### config.mk
export PLATFORM = sky130hd
export DESIGN_NAME = split_uframe_sched
export DESIGN_NICKNAME = d
export VERILOG_FILES = /design/src/rtl/split_sched_pkg.sv /design/src/rtl/uframe_mask_sel.sv /design/src/rtl/split_eligibility.sv /design/src/rtl/buf_addr_gen.sv /design/src/rtl/irq_defer.sv /design/src/rtl/split_uframe_sched.sv
export SDC_FILE = /design/constraint.sdc
export NUM_CORES = 1
export LEC_CHECK = 0
export ABC_AREA = 1
export BUFFER_PORTS_ARGS = -buffer_cell sky130_fd_sc_hd__buf_4
export CORE_MARGIN = 2
export CORE_UTILIZATION = 50
export CTS_CLUSTER_SIZE = 20
export DETAILED_ROUTE_END_ITERATION = 8
export PLACE_DENSITY = 0.94
export SETUP_SLACK_MARGIN = 0.15
export SYNTH_ARGS = -nofsm -noshare
export SYNTH_HDL_FRONTEND = slang
export SYNTH_SLANG_ARGS = --single-unit
### constraint.sdc
create_clock -name clk_i -period 2.1 [get_ports clk_i]
set_input_delay 0.42 -clock clk_i [delete_from_list [all_inputs] [get_ports clk_i]]
set_output_delay 0.42 -clock clk_i [all_outputs]
set_load 0.05 [all_outputs]
### src/rtl/split_sched_pkg.sv
package split_sched_pkg;
  localparam int unsigned MASK_W  = 8;
  localparam int unsigned UF_W    = $clog2(MASK_W);
  localparam int unsigned ADDR_W  = 32;
  localparam int unsigned OFS_W   = 12;
  localparam int unsigned PAGE_W  = ADDR_W - OFS_W;
  localparam int unsigned THR_W   = 2;

  typedef enum logic {
    SPLIT_START    = 1'b0,
    SPLIT_COMPLETE = 1'b1
  } split_kind_e;
endpackage

### src/rtl/uframe_mask_sel.sv
module uframe_mask_sel #(
  parameter int unsigned MASK_W = 8,
  localparam int unsigned UF_W = $clog2(MASK_W)
) (
  input  logic [MASK_W-1:0] mask_i,
  input  logic [UF_W-1:0]   uf_i,
  output logic              hit_o,
  output logic              zero_o
);
  logic [MASK_W-1:0] onehot;

  for (genvar g = 0; g < MASK_W; g++) begin : g_dec
    assign onehot[g] = (uf_i == UF_W'(g)) & mask_i[g];
  end

  assign hit_o  = |onehot;
  assign zero_o = ~|mask_i;
endmodule

### src/rtl/split_eligibility.sv
module split_eligibility
  import split_sched_pkg::*;
(
  input  logic        active_i,
  input  logic        split_state_i,
  input  logic        s_hit_i,
  input  logic        s_zero_i,
  input  logic        c_hit_i,
  input  logic        c_zero_i,
  output logic        run_o,
  output split_kind_e kind_o,
  output logic        err_o
);
  logic hit, zero;

  always_comb begin
    kind_o = split_state_i ? SPLIT_COMPLETE : SPLIT_START;
    hit    = split_state_i ? c_hit_i  : s_hit_i;
    zero   = split_state_i ? c_zero_i : s_zero_i;
    err_o  = active_i & zero;
    run_o  = active_i & ~zero & hit;
  end
endmodule

### src/rtl/buf_addr_gen.sv
module buf_addr_gen #(
  parameter int unsigned PAGE_W = 20,
  parameter int unsigned OFS_W  = 12,
  localparam int unsigned ADDR_W = PAGE_W + OFS_W
) (
  input  logic              page_sel_i,
  input  logic [PAGE_W-1:0] page0_i,
  input  logic [PAGE_W-1:0] page1_i,
  input  logic [OFS_W-1:0]  offset_i,
  output logic [ADDR_W-1:0] addr_o
);
  assign addr_o = {(page_sel_i ? page1_i : page0_i), offset_i};
endmodule

### src/rtl/irq_defer.sv
module irq_defer #(
  parameter int unsigned FIDX_W = 14,
  parameter int unsigned THR_W  = 2
) (
  input  logic              clk_i,
  input  logic              rst_ni,
  input  logic              eval_i,
  input  logic [FIDX_W-1:0] frindex_i,
  input  logic [THR_W-1:0]  thresh_sel_i,
  input  logic              ioc_i,
  input  logic              split_done_i,
  output logic              irq_o
);
  localparam int unsigned SPAN_W = (1 << THR_W) - 1;

  logic              pend_q, irq_q;
  logic [SPAN_W-1:0] span_mask;
  logic              boundary, release_w, set_w;

  assign span_mask = SPAN_W'((1 << thresh_sel_i) - 1);
  assign boundary  = ((frindex_i[SPAN_W-1:0] & span_mask) == '0);
  assign release_w = eval_i & boundary & pend_q;
  assign set_w     = split_done_i & ioc_i;

  always_ff @(posedge clk_i or negedge rst_ni) begin
    if (!rst_ni) begin
      pend_q <= 1'b0;
      irq_q  <= 1'b0;
    end else begin
      pend_q <= (pend_q & ~release_w) | set_w;
      irq_q  <= release_w;
    end
  end

  assign irq_o = irq_q;


  irq_needs_pending_chk: assert property (@(posedge clk_i) disable iff (!rst_ni)
    irq_o |-> $past(pend_q));


  no_ioc_no_pend_chk: assert property (@(posedge clk_i) disable iff (!rst_ni)
    (!pend_q && !(split_done_i && ioc_i)) |=> !pend_q);
endmodule

### src/rtl/split_uframe_sched.sv
module split_uframe_sched
  import split_sched_pkg::*;
#(
  parameter int unsigned FIDX_W = 14
) (
  input  logic              clk_i,
  input  logic              rst_ni,
  input  logic [FIDX_W-1:0] frindex_i,
  input  logic [MASK_W-1:0] smask_i,
  input  logic [MASK_W-1:0] cmask_i,
  input  logic              active_i,
  input  logic              split_state_i,
  input  logic              dir_i,
  input  logic              page_sel_i,
  input  logic [OFS_W-1:0]  offset_i,
  input  logic [PAGE_W-1:0] page0_i,
  input  logic [PAGE_W-1:0] page1_i,
  input  logic              ioc_i,
  input  logic              split_done_i,
  input  logic [THR_W-1:0]  thresh_sel_i,
  output logic              exec_o,
  output logic              split_kind_o,
  output logic              token_in_o,
  output logic [ADDR_W-1:0] buf_addr_o,
  output logic              mask_err_o,
  output logic              irq_o
);
  logic [FIDX_W-1:0] fidx_q;
  logic              seen_q;
  logic              eval;

  logic [1:0] hit, zero;
  logic [MASK_W-1:0] masks [2];

  assign masks[0] = smask_i;
  assign masks[1] = cmask_i;

  for (genvar m = 0; m < 2; m++) begin : g_mask
    uframe_mask_sel #(.MASK_W(MASK_W)) u_sel (
      .mask_i (masks[m]),
      .uf_i   (frindex_i[UF_W-1:0]),
      .hit_o  (hit[m]),
      .zero_o (zero[m])
    );
  end

  logic        run, err;
  split_kind_e kind;

  split_eligibility u_elig (
    .active_i      (active_i),
    .split_state_i (split_state_i),
    .s_hit_i       (hit[0]),
    .s_zero_i      (zero[0]),
    .c_hit_i       (hit[1]),
    .c_zero_i      (zero[1]),
    .run_o         (run),
    .kind_o        (kind),
    .err_o         (err)
  );

  logic [ADDR_W-1:0] addr;

  buf_addr_gen #(.PAGE_W(PAGE_W), .OFS_W(OFS_W)) u_addr (
    .page_sel_i (page_sel_i),
    .page0_i    (page0_i),
    .page1_i    (page1_i),
    .offset_i   (offset_i),
    .addr_o     (addr)
  );

  irq_defer #(.FIDX_W(FIDX_W), .THR_W(THR_W)) u_irq (
    .clk_i        (clk_i),
    .rst_ni       (rst_ni),
    .eval_i       (eval),
    .frindex_i    (frindex_i),
    .thresh_sel_i (thresh_sel_i),
    .ioc_i        (ioc_i),
    .split_done_i (split_done_i),
    .irq_o        (irq_o)
  );

  // first sample after reset counts as a change
  assign eval = ~seen_q | (frindex_i != fidx_q);

  always_ff @(posedge clk_i or negedge rst_ni) begin
    if (!rst_ni) begin
      fidx_q       <= '0;
      seen_q       <= 1'b0;
      exec_o       <= 1'b0;
      split_kind_o <= 1'b0;
      token_in_o   <= 1'b0;
      buf_addr_o   <= '0;
      mask_err_o   <= 1'b0;
    end else begin
      fidx_q <= frindex_i;
      seen_q <= 1'b1;
      exec_o <= eval & run;
      if (eval) begin
        split_kind_o <= kind;
        token_in_o   <= dir_i;
        buf_addr_o   <= addr;
        mask_err_o   <= err;
      end
    end
  end


  inactive_no_exec_chk: assert property (@(posedge clk_i) disable iff (!rst_ni)
    exec_o |-> $past(active_i));


  err_blocks_exec_chk: assert property (@(posedge clk_i) disable iff (!rst_ni)
    mask_err_o |-> !exec_o);


  kind_follows_state_chk: assert property (@(posedge clk_i) disable iff (!rst_ni)
    exec_o |-> (split_kind_o == $past(split_state_i)));


  token_follows_dir_chk: assert property (@(posedge clk_i) disable iff (!rst_ni)
    exec_o |-> (token_in_o == $past(dir_i)));


  held_index_quiet_chk: assert property (@(posedge clk_i) disable iff (!rst_ni)
    (seen_q && $stable(frindex_i) && $past(seen_q)) |=> !exec_o);
endmodule

[After elaboration in Yosys (flattened, before gate mapping)]
Cells that the tools add are included.
Word-level totals
  memories kept: 0
  flip-flop bits (word level): 53
  memory bits (writable): 0
  memory bits (read-only): 0
  logic and storage cells: 61
  output and inout port bits: 37
  bits in latches: 0
  input port bits: 92
Cells by class
  add/subtract/negate cells: 1
  order comparisons: 0
  div/mod/pow operators: 0
  muxes and demuxes: 4
  equality and inequality tests: 8
  bitwise operators: 30
  reductions and logical operators: 8
  shift-type cells: 1
  multipliers: 0
Operators with widths (count)
  OR reduction 8 bit: 4
  AND 1 bit: 24
  two-way mux 20 bit: 1
  != test 14 bit: 1
  equality test 3 bit, second input constant: 4
  equality test 3 x 2 -> 1 bit, second input constant: 2
  logical NOT 3 bit: 2
  AND 3 bit: 1
  equality test 3 x 1 -> 1 bit, second input constant: 1
  two-way mux 1 bit: 3
  inverter 1 bit: 3
  left shift 1 x 2 -> 3 bit, first input constant: 1
  subtractor 3 x 2 -> 3 bit, second input constant: 1
  logical NOT 1 bit: 2
  bitwise OR 1 bit: 2

[Depth between registers and ports, before layout]
  depth after elaboration: 9
  gate-level depth with buffers: 11
  depth with buffers taken out: 10

[Cells and area by module]
From an unflattened synthesis, not the netlist that was laid out.
Unflattened totals
  cells, all modules: 403
  area, all modules: 2874.0 um^2
By module, submodules not included
  split_uframe_sched: cells each 245, area each 2110.8 um^2, times used 1, sequential area each 1276.2 um^2
  buf_addr_gen: cells each 77, area each 356.6 um^2, times used 1, sequential area each 0.0 um^2
  uframe_mask_sel: cells each 28, area each 120.1 um^2, times used 2, sequential area each 0.0 um^2
  irq_defer: cells each 13, area each 98.8 um^2, times used 1, sequential area each 50.0 um^2
  split_eligibility: cells each 12, area each 67.6 um^2, times used 1, sequential area each 0.0 um^2

[Worst setup path before layout]
Ideal clock, no wire load.
  kind: input-to-reg
  from: input port frindex_i[2]
  to: register buf_addr_o[12]
  cell stages on the path: 11
  path buffers: 2
  setup time: 0.118 ns
  arrival: 1.343 ns
  required time: 1.982 ns
  setup slack: 0.638 ns
  cells stage by stage: buf_4 > inv_4 > nand2_2 > nand2_1 > nor2_2 > nand2_2 > nor2_8 > nand2_4 > buf_6 > nand2_1 > nand2_1
On the way
  longest elaborated chain between the ends: 2
Ends and longest elaborated chain
  start: declaration: RTL line split_uframe_sched.sv:8  | input logic [FIDX_W-1:0] frindex_i,
  != test 14 bit: RTL line split_uframe_sched.sv:84  | assign eval = ~seen_q | (frindex_i != fidx_q);
  bitwise OR 1 bit: RTL line split_uframe_sched.sv:84
  end signal: assignment: RTL line split_uframe_sched.sv:102  | buf_addr_o <= addr;
  end: declaration: RTL line split_uframe_sched.sv:24  | output logic [ADDR_W-1:0] buf_addr_o,
No other way between the ends.
A chain may end at the register's enable or synchronous reset.

[Worst setup path after layout]
  from: register fidx_q[5]
  to: register u_irq.pend_q
On the way
  longest elaborated chain between the ends: 7
Ends and longest elaborated chain
  start: declaration: RTL line split_uframe_sched.sv:28  | logic [FIDX_W-1:0] fidx_q;
  start signal: assignment: RTL line split_uframe_sched.sv:96  | fidx_q <= frindex_i;
  != test 14 bit: RTL line split_uframe_sched.sv:84
  bitwise OR 1 bit: RTL line split_uframe_sched.sv:84
  AND 1 bit (2 in series): RTL line irq_defer.sv:22  | assign release_w = eval_i & boundary & pend_q;
  inverter 1 bit: RTL line irq_defer.sv:30  | pend_q <= (pend_q & ~release_w) | set_w;
  AND 1 bit: RTL line irq_defer.sv:30
  bitwise OR 1 bit: RTL line irq_defer.sv:30
  end signal: assignment: RTL line irq_defer.sv:30
  end: declaration: RTL line irq_defer.sv:16  | logic pend_q, irq_q;
No other way between the ends.

==> summary.txt <==
Synth Instances: 332
post-synthesis mux area share: 8.19%
grt total ovfl: 0
Worst-Skew Late Latency: 290 ps
first-pass GRT wire length: 11600 um
Clock transition at path regs: 90 ps
Avg WL per Cell: 13.0 um
CP arrival: 1860 ps
htree depth: 2
Combinational Power Share: 24.5%
worst path cell trace: nand2_1, nand2_1, nor2_1, nand2_2, nor2_8, nand2_4, nand2_1, nand2_1, nand2_1
Clk pwr share: 28.8%
Max Fclk: 617 MHz
RSZ-0062 raised after global routing: no
total number of vias: 2584
Syn Nets: 424
design area: 3810 um^2
Final Hold Viols: 0
HP Class: input port to async pin
DRT antenna net count: 0
Synth cell types: 22
Via-to-Cell Ratio: 4.91
Nets: 547
Post-Route WL: 6820 um
register share of total power: 46.7%
Initial Util: 52.8%
Setup Buffers After CTS: 0
Leakage: 0.00216 uW
Die W: 78.1 um
cell count along the critical path: 9
Post-DP HPWL: 5380 um
Ports: 129
gr usage total: 23.4%
Final Slew Violations: 0
syn_area_per_cell: 8.28 um^2
DRC violations left: 0
crit start category: flip-flop
Critical Path RT: 2340 ps
final worst path period share: 77.1%
Largest stage delay, worst path: 380 ps
largest net degree at the start of global routing: 54
Pre-antenna DRT Iters: 4
share of cells above drive strength 1: 37.1%
post-synth top area share: 48.2%
adder-cell share of the synthesized area: 0%
CP endpoint kind: flip-flop
Site Rows: 26
Worst-Margin Slew: 647 ps
drt initial violations: 113
synthesized area: 2750 um^2
# resized after CTS: 0
Sw Pwr: 684 uW
post-synthesis sequential area ratio: 48.2%
Pwr Density: 629 nW/um^2
Die Y: 78.1 um
core area: 5200 um^2
Max-slew headroom: 56.8%
initial antenna violation count: 0
Layout Skew: 7.16 ps
crit-path leading delay family: simple AND/OR/NAND/NOR gates
# port buffers: 128
CTS max path bufs: 2
vias in the first global route: 2540
post-route minimum period: 1620 ps
CTS tree: built
# fillers: 407
synthesis-to-layout area growth: 38.7%
clock sink count: 53
synthesis-stage register bit count: 53
combinational family with the most area after synthesis: simple AND/OR/NAND/NOR gates
# diodes: 0
Worst VDD drop: 340 uV
Bufs and invs on worst path: 0
routability-driven placement congestion ratio: 0.849
Num CTS Buffers: 5
crit-path max FO: 37
final setup fails: 0
Die ar.: 6110 um^2
Critical Setup Path Class: flip-flop to flip-flop
slowest CP cell: dfrtp_1
max_cap viols: 0
R2R depth: 9
Worst path most repeated cell: nand2_1
dominant cells by area after synthesis: dfrtp_1 48%, nand2_1 16%, nand3_1 8.6%
CTS root buffer: clkbuf_8
sum of negative setup slack: 0 ps
internal power: 1720 uW
hold-fix buffers at CTS: 0
Post-Synth Simple-Gate Area: 34.3%
Post-Synth XOR/XNOR Area: 0.319%
Sw Share: 28.5%
Synth warnings: 0
Post-DP Area: 3700 um^2
Synth Area in Compound Gates: 0.273%
run status: finished clean
Yosys top cell by area: dfrtp_1
synth_stat cells, drive strengths merged:
cell type	n
nor2	26
xnor2	1
nand4	10
nand2	125
inv	30
mux2	20
clkbuf	2
nor3	2
dfrtp	53
nand3	47
conb	1
a22oi	1
and2	1
buf	12
nor3b	1
worst register-to-register path, stage by stage (launching register included):
cell and delay, ps:
dfrtp_1 380, nand2_1 70, nand2_1 60, nor2_1 120
nand2_2 100, nor2_8 270, nand2_4 280, nand2_1 180
nand2_1 60, nand2_1 50
cell usage in the layout (no fill, tap or decap):
master,count
a22oi_1,1
and2_0,1
buf_4,130
bufinv_16,1
clkbuf_1,1
clkbuf_8,6
conb_1,1
dfrtp_1,53
inv_1,27
inv_2,1
inv_4,2
mux2_2,20
nand2_1,120
nand2_2,4
nand2_4,1
nand3_1,47
nand4_1,10
nor2_1,22
nor2_2,2
nor2_8,2
nor3_1,2
nor3b_1,1
xnor2_1,1
layout make-up:
class | count | area [um^2] | area share, %
Timing Repair Buffer | 130 | 976 | 25.6
Tap cell | 70 | 87.6 | 2.30
Sequential cell | 53 | 1330 | 34.8
Clock inverter | 1 | 30.0 | 0.788
Multi-Input combinational cell | 235 | 1190 | 31.2
Clock buffer | 7 | 86.3 | 2.26
Inverter | 30 | 118 | 3.09
through the flow:
| step | util, % | setup slack, ps | instances | hold slack (ps) | total power, uW |
|---|---|---|---|---|---|
| after global placement | 71.0 | 289 | 518 | 463 | 1720 |
| after floorplan | - | 638 | 332 | 124 | 1460 |
| after CTS | 73.2 | 443 | 526 | 169 | 2430 |
| after global routing | 73.2 | 265 | 526 | 208 | 2520 |
| final | 73.2 | 480 | 526 | 154 | 2400 |
| after detailed placement | 71.0 | 228 | 518 | 464 | 1730 |
power groups by stage:
stage	clock network, uW	logic, uW	registers [uW]
floorplan	0	161	1300
global placement	0	582	1140
detailed placement	0	593	1140
CTS	714	594	1120
global route	752	636	1130
finish	691	588	1120
layer usage:
layer / GRT usage [%] / vias to the layer above / part of all wire (%)
met4: 6.14 / 0 / 0.85
met2: 43.6 / 106 / 52
met5: 0 / - / 0
met1: 28.0 / 1172 / 40
met3: 3.91 / 4 / 7.3
li1: - / 1302 / -
kinds of logic after synthesis:
kind of cell    after synthesis
mux                          20
simple gates                212
xor+xnor                      1
compound gates                1
other cells                   1
buf+inv                      44
flops                        53
path summary, 6_finish.rpt:
check | from | end | slack [ps]
max | fidx_q[5]$_DFF_PN0_ | u_irq.pend_q$_DFF_PN0_ | 480
min | rst_ni | fidx_q[3]$_DFF_PN0_ | 150
max reg2reg | fidx_q[5]$_DFF_PN0_ | u_irq.pend_q$_DFF_PN0_ | 480
min reg2reg | u_irq.pend_q$_DFF_PN0_ | u_irq.pend_q$_DFF_PN0_ | 490
max in group asynchronous | rst_ni | buf_addr_o[11]$_DFFE_PN0P_ | 1520
min in group clk_i | frindex_i[5] | fidx_q[5]$_DFF_PN0_ | 240
registers in the layout, indices dropped and copies added (netlist names):
register and count:
u_irq.irq_o 1, token_in_o 1, fidx_q 14, mask_err_o 1, exec_o 1, split_kind_o 1
buf_addr_o 32, seen_q 1, u_irq.pend_q 1
Power figures use the tool's default switching activity.
